<file path="config.mk">
export PLATFORM = sky130hd
export DESIGN_NAME = ts_counter
export DESIGN_NICKNAME = d
export VERILOG_FILES = /design/src/rtl/ts_counter.sv
export SDC_FILE = /design/constraint.sdc
export NUM_CORES = 1
export LEC_CHECK = 0
export BUFFER_PORTS_ARGS = -buffer_cell sky130_fd_sc_hd__buf_2
export CAP_MARGIN = 20
export CORE_MARGIN = 8
export CORE_UTILIZATION = 45
export DETAILED_ROUTE_END_ITERATION = 12
export PLACE_DENSITY = 0.67
export SKIP_LAST_GASP = 1
export SLEW_MARGIN = 30
export SYNTH_ARGS = -nofsm -noshare
export SYNTH_HDL_FRONTEND = slang
export SYNTH_SLANG_ARGS = --single-unit
</file>
<file path="constraint.sdc">
create_clock -name clk -period 2.4 [get_ports clk]
set_input_delay 0.36 -clock clk [delete_from_list [all_inputs] [get_ports clk]]
set_output_delay 0.36 -clock clk [all_outputs]
set_load 0.02 [all_outputs]
</file>
<file path="src/rtl/ts_counter.sv">
module ts_counter #(
  parameter int DATA_W  = 32,
  parameter int PRESC_W = 16,
  parameter int ADDR_W  = 8
) (
  input  logic              clk,
  input  logic              rst_n,
  input  logic              bus_valid,
  input  logic              bus_write,
  input  logic [ADDR_W-1:0] bus_addr,
  input  logic [DATA_W-1:0] bus_wdata,
  output logic [DATA_W-1:0] bus_rdata
);
  localparam int CNT_W = 2 * DATA_W;
  localparam logic [ADDR_W-1:0] A_CTRL    = ADDR_W'('h68);
  localparam logic [ADDR_W-1:0] A_CNT_LO  = ADDR_W'('h6C);
  localparam logic [ADDR_W-1:0] A_CNT_HI  = ADDR_W'('h70);
  localparam logic [ADDR_W-1:0] A_LD_LO   = ADDR_W'('h74);
  localparam logic [ADDR_W-1:0] A_LD_HI   = ADDR_W'('h78);
  localparam logic [ADDR_W-1:0] A_SNP_LO  = ADDR_W'('h7C);
  localparam logic [ADDR_W-1:0] A_SNP_HI  = ADDR_W'('h80);

  logic [CNT_W-1:0]   cnt_q, load_q, snap_q;
  logic [PRESC_W-1:0] presc_q, phase_q;

  wire wr       = bus_valid & bus_write;
  wire wr_ctrl  = wr & (bus_addr == A_CTRL);
  wire cmd_snap = wr_ctrl & bus_wdata[0] & ~bus_wdata[1];
  wire cmd_load = wr_ctrl & bus_wdata[0] & bus_wdata[1];
  wire tick     = (phase_q >= presc_q);
  wire unused_wdata = &{1'b0, bus_wdata[DATA_W-PRESC_W-1:2]};

  always_ff @(posedge clk or negedge rst_n) begin
    if (!rst_n) begin
      presc_q <= '0;
    end else if (wr_ctrl) begin
      presc_q <= bus_wdata[DATA_W-1 -: PRESC_W];
    end
  end

  always_ff @(posedge clk or negedge rst_n) begin
    if (!rst_n) begin
      phase_q <= '0;
      cnt_q   <= '0;
    end else if (cmd_load) begin
      phase_q <= '0;
      cnt_q   <= load_q;
    end else if (tick) begin
      phase_q <= '0;
      cnt_q   <= cnt_q + CNT_W'(1);
    end else begin
      phase_q <= phase_q + PRESC_W'(1);
    end
  end

  always_ff @(posedge clk or negedge rst_n) begin
    if (!rst_n) begin
      load_q <= '0;
    end else if (wr) begin
      if (bus_addr == A_LD_LO) load_q[DATA_W-1:0]     <= bus_wdata;
      if (bus_addr == A_LD_HI) load_q[CNT_W-1:DATA_W] <= bus_wdata;
    end
  end

  always_ff @(posedge clk or negedge rst_n) begin
    if (!rst_n)        snap_q <= '0;
    else if (cmd_snap) snap_q <= cnt_q;
  end

  always_comb begin
    bus_rdata = '0;
    if (bus_valid && !bus_write) begin
      case (bus_addr)
        A_CTRL:   bus_rdata = {presc_q, {(DATA_W-PRESC_W){1'b0}}};
        A_CNT_LO: bus_rdata = cnt_q[DATA_W-1:0];
        A_CNT_HI: bus_rdata = cnt_q[CNT_W-1:DATA_W];
        A_LD_LO:  bus_rdata = load_q[DATA_W-1:0];
        A_LD_HI:  bus_rdata = load_q[CNT_W-1:DATA_W];
        A_SNP_LO: bus_rdata = snap_q[DATA_W-1:0];
        A_SNP_HI: bus_rdata = snap_q[CNT_W-1:DATA_W];
        default:  bus_rdata = '0;
      endcase
    end
  end
endmodule


</file>
# Word-level counts from Yosys, hierarchy flattened

Index checks and enable logic that the tools add are counted.

Add/sub/neg operators: 2
$lt $le $gt $ge: 1
Eq/ne operators: 7
Multiplexer cells: 6
Bitwise operators: 6
Reduce and logical (&&, ||, !) cells: 5

Operators by type and width:

| operator              | count |
|---|---|
| $pmux 32 s7           | 1 |
| $mux 64               | 2 |
| $add 64x1->64 const B | 1 |
| $eq 8x7->1 const B    | 6 |
| $mux 16               | 2 |
| $mux 32               | 1 |
| $add 16x1->16 const B | 1 |
| $ge 16x16->1          | 1 |
| $eq 8x8->1 const B    | 1 |
| $and 1x1->1           | 5 |
| $reduce_and 2->1      | 2 |
| $reduce_bool 2->1     | 1 |
| $logic_and 1x1->1     | 1 |
| $logic_not 1->1       | 1 |
| $not 1->1             | 1 |

Flip-flop bits (word level): 224
Input port bits: 44
Output and inout bits: 32
Word-level logic and storage cells: 33

# Longest topological paths before layout

Depth after elaboration: 5
Depth in mapped cells: 9
Mapped depth without buffers: 8

# Worst setup path after synthesis

No wires, ideal clock.

Path kind: in2out
Start: in bus_addr[3]
End: out bus_rdata[11]
Arrival: 2317 ps
Data required time: 2040 ps
Slack: -277 ps
Stages on the path: 7
Buffers on the path: 2
Cells stage by stage: buf_2 -> nand4b_1 -> or3_1 -> nor3b_2 -> clkbuf_1 -> a22oi_1 -> a31oi_1

Longest elaborated chain between the ends: 3
Elaborated cells between the ends (all ways): 9
Those cells by class: eq/ne (7); mux (2)

Ends and longest elaborated chain:

| element                                  | RTL line | source |
|---|---|---|
| start: declaration                       | 10       | `input logic [ADDR_W-1:0] bus_addr,` |
| $eq 8x8->1 or $eq 8x7->1 (tied branches) | 73       | `case (bus_addr)` |
| $pmux 32 s7 *                            | 73       |  |
| $mux 32 *                                | 72       | `if (bus_valid && !bus_write) begin` |
| end: declaration                         | 12       | `output logic [DATA_W-1:0] bus_rdata` |

Mark *: on every way between the ends. The rest lies on a longest branch, timed or not.

# Worst setup path in the final report

Start: in bus_addr[7]
End: out bus_rdata[18]

Same word-level chain as after synthesis.

==> metrics.yaml <==
required_ns: 2.04
drt_pass1_iterations: 6
syn-instance-count: 1221
clkTransAtPathRegs_ns: 0.05
grt_max_degree: 63
dr_total_vias: 11100
fin_skew_ns: 0.00808
die_x_um: 179
dp_slack_ns: -0.0908
layout.nets: 1476
fin_crit_sh_pct: 105
core_area_sq_um: 26100
violations: "negative setup slack"
h-tree-depth: 1
io_pins: 76
yosysSeqAreaShare_pct: 46.7
grt_first_pass_wirelength_mm: 59.5
maxSlewHeadroom_pct: 67.0
worstSetupPathType: "input pin to output pin"
worst_pin_slew_ns: 0.495
routabilityCongestion: 0.890
synth_area_sq_um: 12000
start_kind: "input pin"
numCtsBuffers: 26
synth_area_per_cell_sq_um: 9.82
cellPowerDensity_nw_per_um2: 520
ant_nets: 0
p_leak_nw: 7.24
fin_crit_ns: 2.51
grt_use_met1_pct: 30.9
setup_ws_ns: -0.111
clock_latency_ns: 0.54
crit_path_end_kind: "output pin"
grtUsageMet3_pct: 2.70
tns_ns: -1.94
hold_class: "input pin to flip-flop"
regArea_sq_um: 5610
maxSlewViolCount: 0
final_util_pct: 63.5
ys_seq_elements: 224
max_freq_ghz: 0.398
syn_nets: 1283
grtUsageMet2_pct: 38.8
fillers: 2014
wire_per_inst_um: 22.9
ys_dominant_reg_cell: "dfrtp_1"
cts-root-buf: "clkbuf_16"
yosysUniqueCellTypes: 59
die_y_um: 179
grt_pass1_vias: 10800
cts.sinks: 224
ir_drop_mv: 0.613
setup_viol: 59
antenna_found_initial: 0
areaGrowthSynthToFinish_pct: 38.4
drc: 0
cts_tree: "yes"
grt_usage_pct: 23.2
io_buffers: 75
clockBufferDepth: 3
via_per_inst: 6.27
synth_edf_count: 0
outcome: "complete, but fails checks"
crit_arrival_ns: 2.15
rows: 59
synth-async-reset-ratio_pct: 100
globalRouteOverflowTotal: 0
post-dp-hpwl_mm: 26.0
drt_wl_total_mm: 40.5
start_util_pct: 45.9
n_antenna_cell: 0
dieArea_sq_um: 32100
finalHoldViolCount: 0
cp_max_fo: 16
layout-drive-gt1-share_pct: 41.3
busiest_layer: "met2"
drtIter0Drc: 1195
cap_viol_max_count: 0
ys.warnings.count: 0
multi_input_area_sq_um: 7020
rsz0062_at_grt: "yes"
-- layout by cell type (no fill, tap or decap), types with 7 or more instances in the layout --
cell,count
mux2_2,116
xor2_1,9
nand3_1,45
buf_12,27
a22oi_2,31
buf_6,37
a21oi_4,20
clkbuf_8,10
a31oi_4,14
o21ai_1,14
nand2_1,128
a21oi_2,41
a221oi_2,14
a21oi_1,58
ha_1,15
inv_1,24
a21boi_2,7
clkbuf_16,35
nand4_1,34
buf_2,42
o21ai_0,72
and4_1,8
nor3_1,9
nor2_1,40
and3_1,12
a22oi_1,52
o22ai_1,30
buf_4,130
dfrtp_1,224
-- per-layer routing --
metal,vias up,share of wire [%],wire [um]
met4,0,3.5,1440
met3,107,6.9,2780
met1,5552,40,16400
met5,-,0,0
met2,457,49,19900
li1,4967,-,-
-- synth_stat cells (4+ instances only) --
cell	number	area share (%)
a31o_2	4	0.29
nand2_1	128	4.0
nor4_1	9	0.47
nand4_1	34	1.8
a31oi_1	17	0.89
buf_2	35	1.5
xor2_1	9	0.66
o21ai_1	14	0.58
a221oi_1	16	1.2
a41o_1	4	0.33
clkbuf_1	53	1.7
or3_1	4	0.21
and2_1	4	0.21
and3_1	12	0.63
or4_1	5	0.31
o21ai_0	75	3.1
o22ai_1	31	1.6
and4_1	8	0.58
xnor2_1	5	0.37
nor3_1	10	0.42
ha_1	18	1.9
mux2_2	116	11
dfrtp_1	224	47
mux2_1	5	0.47
a22oi_1	83	5.2
inv_1	25	0.78
nand2b_1	5	0.26
a21oi_1	119	5.0
a2bb2oi_1	10	0.73
a21boi_1	9	0.56
nor2_1	42	1.3
nand3_1	46	1.9
-- stage by stage --
stage | hold WS (ns) | cell area (sq um) | instances | total power, mW
global placement | 0.314 | 14200 | 1679 | 4.49
CTS | 0.0404 | 15400 | 1736 | 8.66
floorplan | 0.0644 | 12500 | 1221 | 4.23
detailed placement | 0.314 | 14200 | 1679 | 4.51
global route | 0.0584 | 16600 | 1767 | 8.88
finish | 0.0504 | 16600 | 1767 | 8.63
-- kinds of logic (layout without fill, tap and decap cells) --
family	Yosys count	in the layout	share of synthesized area, %
xor gates and xnor gates	14	14	1.02
and+or+nand+nor	333	333	14.4
AOI/OAI and AO/OA	396	396	20.5
buffers and inverters	115	326	4.09
DFF	224	224	46.7
adders and majority gates	18	18	1.88
muxes	121	121	11.4
-- timing repair --
item | CTS | global route
buffers inserted | 7 | 22
pin swaps | 3 | 38
hold buffers | 1 | 0
endpoints found under the hold margin | 48 | 0
endpoints found under the setup margin | 83 | 105
gates resized for setup | 40 | 182
gates cloned | 3 | 9
-- sequential cells by signal, summed over array words and instances, names as in the netlist --
name	cells
cnt_q	64
presc_q	16
phase_q	16
snap_q	64
load_q	64
-- layout make-up --
| class | count | share of cell area, % |
|---|---|---|
| flip-flops and latches | 224 | 33.8 |
| clock buffers | 41 | 4.99 |
| multi-input cells | 882 | 42.3 |
| clock inverters | 5 | 0.452 |
| well taps | 335 | 2.53 |
| inverters | 25 | 0.565 |
| repair buffers | 255 | 15.4 |
-- final timing paths --
check / from / to / slack [ns] / cells after the start
setup / recovery: bus_addr[7] / bus_rdata[18] / -0.11 / 8
hold / removal: bus_wdata[2] / load_q[34]$_DFFE_PN0P_ / 0.05 / 2
setup reg to reg: presc_q[0]$_DFFE_PN0P_ / cnt_q[39]$_DFFE_PN0P_ / -0.08 / 10
hold reg to reg: snap_q[61]$_DFFE_PN0P_ / snap_q[61]$_DFFE_PN0P_ / 0.49 / 2
max in group asynchronous: rst_n / load_q[42]$_DFFE_PN0P_ / 1.33 / 3
min in group asynchronous: rst_n / load_q[3]$_DFFE_PN0P_ / 0.34 / 2
-- critical path: stages --
cell and delay, ns:
buf_6 0.09, nand4b_1 0.21, or3_4 0.45, nor2_2 0.24
buf_6 0.27, a22oi_1 0.17, a21oi_4 0.16, buf_2 0.17
-- report_power, final --
group	internal, mW	leakage (nW)	switching, mW	total (mW)
registers	3.88	2.78	0.0952	3.98
logic	0.221	4.01	0.279	0.500
clock network	2.56	0.449	1.60	4.16
total	6.66	7.24	1.97	8.63
Power figures use the tool's default switching activity.
